--- src/rtl/menc_pkg.sv ---
// Shared types for the Manchester encoder.
// Assumes a single clock domain running at twice the baud rate.
package menc_pkg;
    // Which half of the bit cell the current clock cycle belongs to.
    typedef enum logic {
        HALF_A = 1'b0,   // cycle whose closing edge samples a new bit
        HALF_B = 1'b1    // cycle whose closing edge emits the inverted bit
    } half_t;
endpackage

--- src/rtl/menc_phase.sv ---
// Half-cell phase generator: toggles between HALF_A and HALF_B every clock.
// Assumes synchronous active-low reset; reset parks the phase at HALF_A.
module menc_phase
    import menc_pkg::*;
(
    input  logic  clk,
    input  logic  rst_n,
    output half_t half
);
    // Advance the phase by one half-cell per clock.
    always_ff @(posedge clk) begin
        if (!rst_n) half <= HALF_A;
        else        half <= (half == HALF_A) ? HALF_B : HALF_A;
    end

    // phase must change on every clock outside reset
    a_r7_phase_alternates: assert property (@(posedge clk) disable iff (!rst_n)
        $past(rst_n) |-> (half != $past(half)));
endmodule

--- src/rtl/menc_cell.sv ---
// Bit capture and half-cell level selection.
// At a HALF_A edge the incoming bit is stored and is also the next line level.
// At a HALF_B edge the next line level is the complement of the stored bit.
// Assumes data_in is stable around the edge that closes a HALF_A cycle.
module menc_cell
    import menc_pkg::*;
(
    input  logic  clk,
    input  logic  rst_n,
    input  half_t half,
    input  logic  data_in,
    output logic  level_next
);
    logic held;

    // Store the bit of the current cell at the edge that opens it.
    always_ff @(posedge clk) begin
        if (!rst_n)              held <= 1'b0;
        else if (half == HALF_A) held <= data_in;
    end

    // Pick the level for the half-cell that starts at the coming edge.
    always_comb begin
        level_next = (half == HALF_A) ? data_in : ~held;
    end

    // the stored bit must not change during the second half
    a_r4_hold_in_second_half: assert property (@(posedge clk) disable iff (!rst_n)
        (half == HALF_B) |=> $stable(held));
endmodule

--- src/rtl/menc_drive.sv ---
// Registered line drivers: true and complemented outputs in separate flops,
// so both switch on the same edge with no combinational glitches.
// IDLE_TX sets the true-output level held during reset.
module menc_drive #(
    parameter logic IDLE_TX = 1'b0
) (
    input  logic clk,
    input  logic rst_n,
    input  logic level_next,
    output logic tx,
    output logic txb
);
    // True output register.
    always_ff @(posedge clk) begin
        if (!rst_n) tx <= IDLE_TX;
        else        tx <= level_next;
    end

    // Complement output register.
    always_ff @(posedge clk) begin
        if (!rst_n) txb <= ~IDLE_TX;
        else        txb <= ~level_next;
    end

    // the two outputs must always be complements
    a_r6_txb_mirrors: assert property (@(posedge clk) disable iff (!rst_n)
        txb == ~tx);
    // the cycle after reset shows the idle level
    a_r1_idle_after_reset: assert property (@(posedge clk) disable iff (!rst_n)
        !$past(rst_n) |-> (tx == IDLE_TX && txb == ~IDLE_TX));
endmodule

--- src/rtl/manchester_bpl_encoder.sv ---
// Biphase-level Manchester encoder top.
// clk runs at twice the baud rate. A one is sent high then low, and a zero
// low then high. cell_start marks the cycle whose closing edge takes data_in.
module manchester_bpl_encoder
    import menc_pkg::*;
#(
    parameter logic IDLE_TX = 1'b0
) (
    input  logic clk,
    input  logic rst_n,
    input  logic data_in,
    output logic cell_start,
    output logic tx,
    output logic txb
);
    half_t half;
    logic  level_next;

    menc_phase u_phase (
        .clk   (clk),
        .rst_n (rst_n),
        .half  (half)
    );

    menc_cell u_cell (
        .clk        (clk),
        .rst_n      (rst_n),
        .half       (half),
        .data_in    (data_in),
        .level_next (level_next)
    );

    menc_drive #(.IDLE_TX(IDLE_TX)) u_drive (
        .clk        (clk),
        .rst_n      (rst_n),
        .level_next (level_next),
        .tx         (tx),
        .txb        (txb)
    );

    // Tell the source which cycle takes the next bit.
    always_comb begin
        cell_start = (half == HALF_A);
    end

    // the first-half level equals the bit taken at the previous edge
    a_r4_first_half_is_sample: assert property (@(posedge clk) disable iff (!rst_n)
        ($past(rst_n) && $past(half) == HALF_A) |-> (tx == $past(data_in)));
    // the level flips at mid-cell
    a_r5_mid_cell_flip: assert property (@(posedge clk) disable iff (!rst_n)
        ($past(rst_n) && $past(half) == HALF_B && half == HALF_A) |-> (tx == ~$past(tx)));
endmodule

--- config.mk ---
export PLATFORM = sky130hd
export DESIGN_NAME = manchester_bpl_encoder
export DESIGN_NICKNAME = d
export VERILOG_FILES = /design/src/rtl/menc_pkg.sv /design/src/rtl/menc_phase.sv /design/src/rtl/menc_cell.sv /design/src/rtl/menc_drive.sv /design/src/rtl/manchester_bpl_encoder.sv
export SDC_FILE = /design/constraint.sdc
export NUM_CORES = 1
export LEC_CHECK = 0
export CAP_MARGIN = 20
export CELL_PAD_IN_SITES_DETAIL_PLACEMENT = 1
export CELL_PAD_IN_SITES_GLOBAL_PLACEMENT = 1
export CORE_AREA = 2 2 39 41
export CTS_BUF_LIST = sky130_fd_sc_hd__clkbuf_8
export DETAILED_ROUTE_END_ITERATION = 10
export DIE_AREA = 0 0 41 43
export MAX_ROUTING_LAYER = met4
export PLACE_DENSITY = 0.37
export SETUP_SLACK_MARGIN = 0.5
export SLEW_MARGIN = 20
export SYNTH_ARGS = -nofsm -noshare
export SYNTH_HDL_FRONTEND = slang
export SYNTH_SLANG_ARGS = --single-unit
--- constraint.sdc ---
create_clock -name clk -period 0.9 [get_ports clk]
set_clock_uncertainty 0.05 [all_clocks]
set_input_delay 0.18 -clock clk [delete_from_list [all_inputs] [get_ports clk]]
set_output_delay 0.18 -clock clk [all_outputs]
set_load 0.02 [all_outputs]
# Yosys cells after proc, flatten, opt, wreduce, memory -nomap -nowiden
# Cells that the tools add are included.
[op_classes]
mux = 2
bitwise = 3
[ops]
columns = ["op", "n"]
rows = [
  ["1-bit inverter", 3],
  ["1-bit two-way mux", 2],
]
[word_totals]
register_bits = 4
input_bits = 3
output_inout_bits = 3
word_cells = 9

# Logic depth before layout (Yosys ltp)
[depth]
depth_word = 3
mapped_depth = 2
mapped_depth_nobuf = 2

# Hierarchy
# Synthesis repeated with hierarchy kept, for this count alone.
[unflattened]
hier_cells = 12
hier_area_um2 = 132.6
[by_module_without_submodules]
columns = ["module", "instances", "cells_per_inst", "area_each_um2", "seq_area_each_um2"]
rows = [
  ["menc_drive", 1, 4, 50.0, 40.0],
  ["menc_cell", 1, 5, 45.0, 20.0],
  ["menc_phase", 1, 2, 33.8, 20.0],
  ["manchester_bpl_encoder", 1, 1, 3.8, 0.0],
]

# Worst setup path before layout
# No wires, ideal clock.
[synth_path]
path_type = "register to register"
start = "reg u_phase.half"
end = "reg u_drive.txb"
setup_time_ns = 0.117
arrival_time_ns = 0.578
required_ns = 0.733
setup_slack_ns = 0.155
stages_incl_launch_ff = 3
path_buffers = 0
period_less_slack_ns = 0.745
path_cell_list = "dfxtp_1 -> o21ai_0 -> nand2b_1"
[synth_via]
elab_chain_cells = 2
[synth_lines]
columns = ["item", "line", "source"]
rows = [
  ["start, declared", "menc_phase.sv:8", "output half_t half"],
  ["start signal, assigned", "menc_phase.sv:13", "else half <= (half == HALF_A) ? HALF_B : HALF_A;"],
  ["1-bit two-way mux", "menc_cell.sv:24", "level_next = (half == HALF_A) ? data_in : ~held;"],
  ["1-bit inverter", "menc_drive.sv:22", "else txb <= ~level_next;"],
  ["end signal, assigned", "menc_drive.sv:21", "if (!rst_n) txb <= ~IDLE_TX;"],
  ["end signal, assigned", "menc_drive.sv:22", ""],
  ["end, declared", "menc_drive.sv:11", "output logic txb"],
]
# No other way between the ends.
# A chain may end at the register's enable or synchronous reset.

# Worst setup path in the final report
[layout_path]
start = "reg u_phase.half"
end = "out cell_start"
[layout_via]
elab_chain_cells = 1
[layout_lines]
columns = ["item", "line", "source"]
rows = [
  ["1-bit inverter", "--", ""],
  ["end, declared", "manchester_bpl_encoder.sv:12", "output logic cell_start,"],
]
# No other way between the ends.

==> results_dict.tcl <==
set metrics [dict create \
    status "finished with violations" \
    violations "negative setup slack" \
    regArea_um2 88.84 \
    cts_buffers 3 \
    hp-class "in -> reg" \
    htreeDepth 1 \
    startpoint "u_phase.half" \
    num_io_pins 6 \
    min-delay-start "rst_n" \
    die_w_um 41 \
    num_vias 111 \
    drive_gt1_share_pct 71.43 \
    synth_compound_area_share_pct 13.86 \
    clock_path_buffers 2 \
    tightest_slew_ns 0.1657 \
    postCtsSetupRepairBufs 0 \
    synth_top_area_share_pct 63.37 \
    dp_cells 34 \
    irDropWorstVdd_mv 0.4135 \
    ys_warn_count 0 \
    maxCapViolCount 0 \
    finalHoldViolCount 0 \
    r2r_slack_ns 0.08 \
    tritoncts "yes" \
    slew_viol_final 0 \
    first_pass_iters 1 \
    stdcell_count 37 \
    synth-main-ff-cell "dfxtp_1" \
    ff2ff_path_depth 3 \
    synth-xor-area-share_pct 0 \
    grt_pass1_vias 137 \
    grt_overflow 0 \
    synthTopCellsByArea "dfxtp_1 (63%), nand2b_1 (9.9%), and2b_2 (6.9%)" \
    wl_per_cell_um 7.432 \
    drc 0 \
    min_period_ns 0.9137 \
    rsz0062_at_grt "yes" \
    p_leak_uw 0.0001146 \
    place.port_buffers 5 \
    ys_async_sr_fraction_pct 0 \
    wl_um 275 \
    yosysSeqAreaShare_pct 63.37 \
    setup_ws_ns -0.01375 \
    areaGrowthSynthToFinish_pct 113.9 \
    clock_sinks 4 \
    crit_path_start_kind "flip-flop" \
    worstSkewPairLatency_ns 0.21 \
    p_seq_share_pct 30.9 \
    drt-initial-drc-count 0 \
    antenna_found_initial 0 \
    finalCritPeriodShare_pct 101.5 \
    synth-simple-area-share_pct 19.80 \
    synth_top_family_by_area "simple AND/OR/NAND/NOR gates" \
    cp-end-kind "output port" \
    yosysMostFrequentCell "dfxtp_1" \
    cp.arrival_ns 0.68 \
    netlist_instances 12 \
    utilization_pct 19.53 \
    rows 14 \
    critPathMaxFanout 2 \
    core_um2 1384 \
    gp_congestion 0.4898 \
    relSlewSlack_pct 88.95 \
    initial_core_util_pct 9.132 \
    nNetsFinal 26 \
    internal_power_uw 517.2 \
    grt_pass1_wl_um 448 \
    combPwrFrac_pct 11.6 \
    die_y_um 43 \
    grt_usage_pct 4.111 \
    antennaDiodeCount 0 \
    multiInputGateArea_um2 57.56 \
    syn_nets 15 \
    synth_area_um2 126.4 \
    clkPwrFrac_pct 57.5 \
    yosys.area_share.adder_pct 0 \
    swShare_pct 19.20 \
    whs_endpoint "u_drive.tx" \
    setup_viol 1 \
    ant_nets 0 \
    reg2reg_from "u_phase.half" \
    required_ns 0.67 \
    grt_start_max_net_pins 6 \
    whs_path_depth 3 \
    timing.fmax_mhz 1094 \
    synth_area_leader_cell "dfxtp_1" \
    vias_per_cell 3.000 \
    cts_root_buffer "clkbuf_8" \
    r2r_end "u_cell.held" \
    synth-edff-count 0 \
    path_clk_slew_ns 0.03 \
    syn_avg_cell_area_um2 10.53 \
    power_density_nw_per_um2 2368 \
    switchingPower_uw 122.9 \
    dieArea_um2 1763 \
    synth.mux.area_fraction_pct 0 \
    synthDistinctLibCells 8 \
    critPathKind "reg -> out" \
    fillers 159 \
    ys_ff_latch 4 \
    synth_commonest_cells "dfxtp_1 (4), nand2b_1 (2)" \
]
## cells in the final DEF, fill, tap and decap left out
cell	instances
nand2_1	1
o21ai_2	1
buf_4	1
a21oi_1	1
nand2b_1	1
a21boi_2	1
dfxtp_2	1
buf_6	3
inv_2	1
dlygate4sd2_1	2
nand2b_4	1
dfxtp_4	2
and2b_2	1
dfxtp_1	1
clkbuf_8	3
## power by group through the flow
stage | logic (µW) | clock network [µW] | registers (µW)
after detailed placement | 65.7 | 0 | 198
after global routing | 81.4 | 392 | 199
after global placement | 66.7 | 0 | 198
after floorplan | 18.1 | 0 | 209
final | 74.3 | 368 | 198
after CTS | 67.9 | 379 | 198
## kinds of logic after synthesis
| logic type | Yosys count |
|---|---|
| and+or+nand+nor | 4 |
| AOI/OAI and AO/OA | 3 |
| buffers and inverters | 1 |
| DFF | 4 |
## layout make-up
class / instances / area share (%)
clock buffer: 3 / 15.28
tap: 16 / 7.407
timing repair buffer: 6 / 21.76
multi-input combinational: 7 / 21.30
inverter: 1 / 1.389
sequential: 4 / 32.87
## critical path, cell delays in order (launching register included)
cell     delay, ns
dfxtp_2       0.32
inv_2         0.04
buf_6         0.12
## worst max path at each step
stage,endpoint
finish,cell_start
CTS,cell_start
floorplan,u_phase.half
global placement,cell_start
detailed placement,cell_start
global route,cell_start
## routing by layer
layer | share of wire, % | up-vias | global-route usage, %
met5 | 0 | - | -
met4 | 0 | 0 | 4.000
met3 | 4.0 | 0 | 1.571
met2 | 57 | 3 | 6.250
met1 | 38 | 51 | 3.526
li1 | - | 57 | -
## what timing repair did
| item | CTS | global route |
|---|---|---|
| pin swaps | 0 | 1 |
| hold buffers | 0 | 0 |
| gates resized for setup | 22 | 2 |
| hold endpoints to repair | 0 | 0 |
| gates cloned | 0 | 0 |
| endpoints found under the setup margin | 7 | 7 |
## state kept, by name, summed over array words and instances (netlist names)
signal,count
u_drive.tx,1
u_phase.half,1
u_drive.txb,1
u_cell.held,1
## through the flow
| step | instance area [µm²] | hold WS (ns) | power, µW | setup TNS [ns] | setup WS [ns] |
|---|---|---|---|---|---|
| detailed placement | 212.7 | 0.3640 | 263.9 | -1.134 | -0.2625 |
| floorplan | 135.1 | 0.2724 | 227.2 | 0 | 0.1992 |
| CTS | 259.0 | 0.3175 | 644.7 | -0.02070 | -0.02070 |
| finish | 270.3 | 0.3309 | 640.0 | -0.01375 | -0.01375 |
| global route | 270.3 | 0.3529 | 672.9 | -0.04423 | -0.04025 |
| global placement | 212.7 | 0.3635 | 264.6 | -1.128 | -0.2706 |
Power figures use the tool's default switching activity.
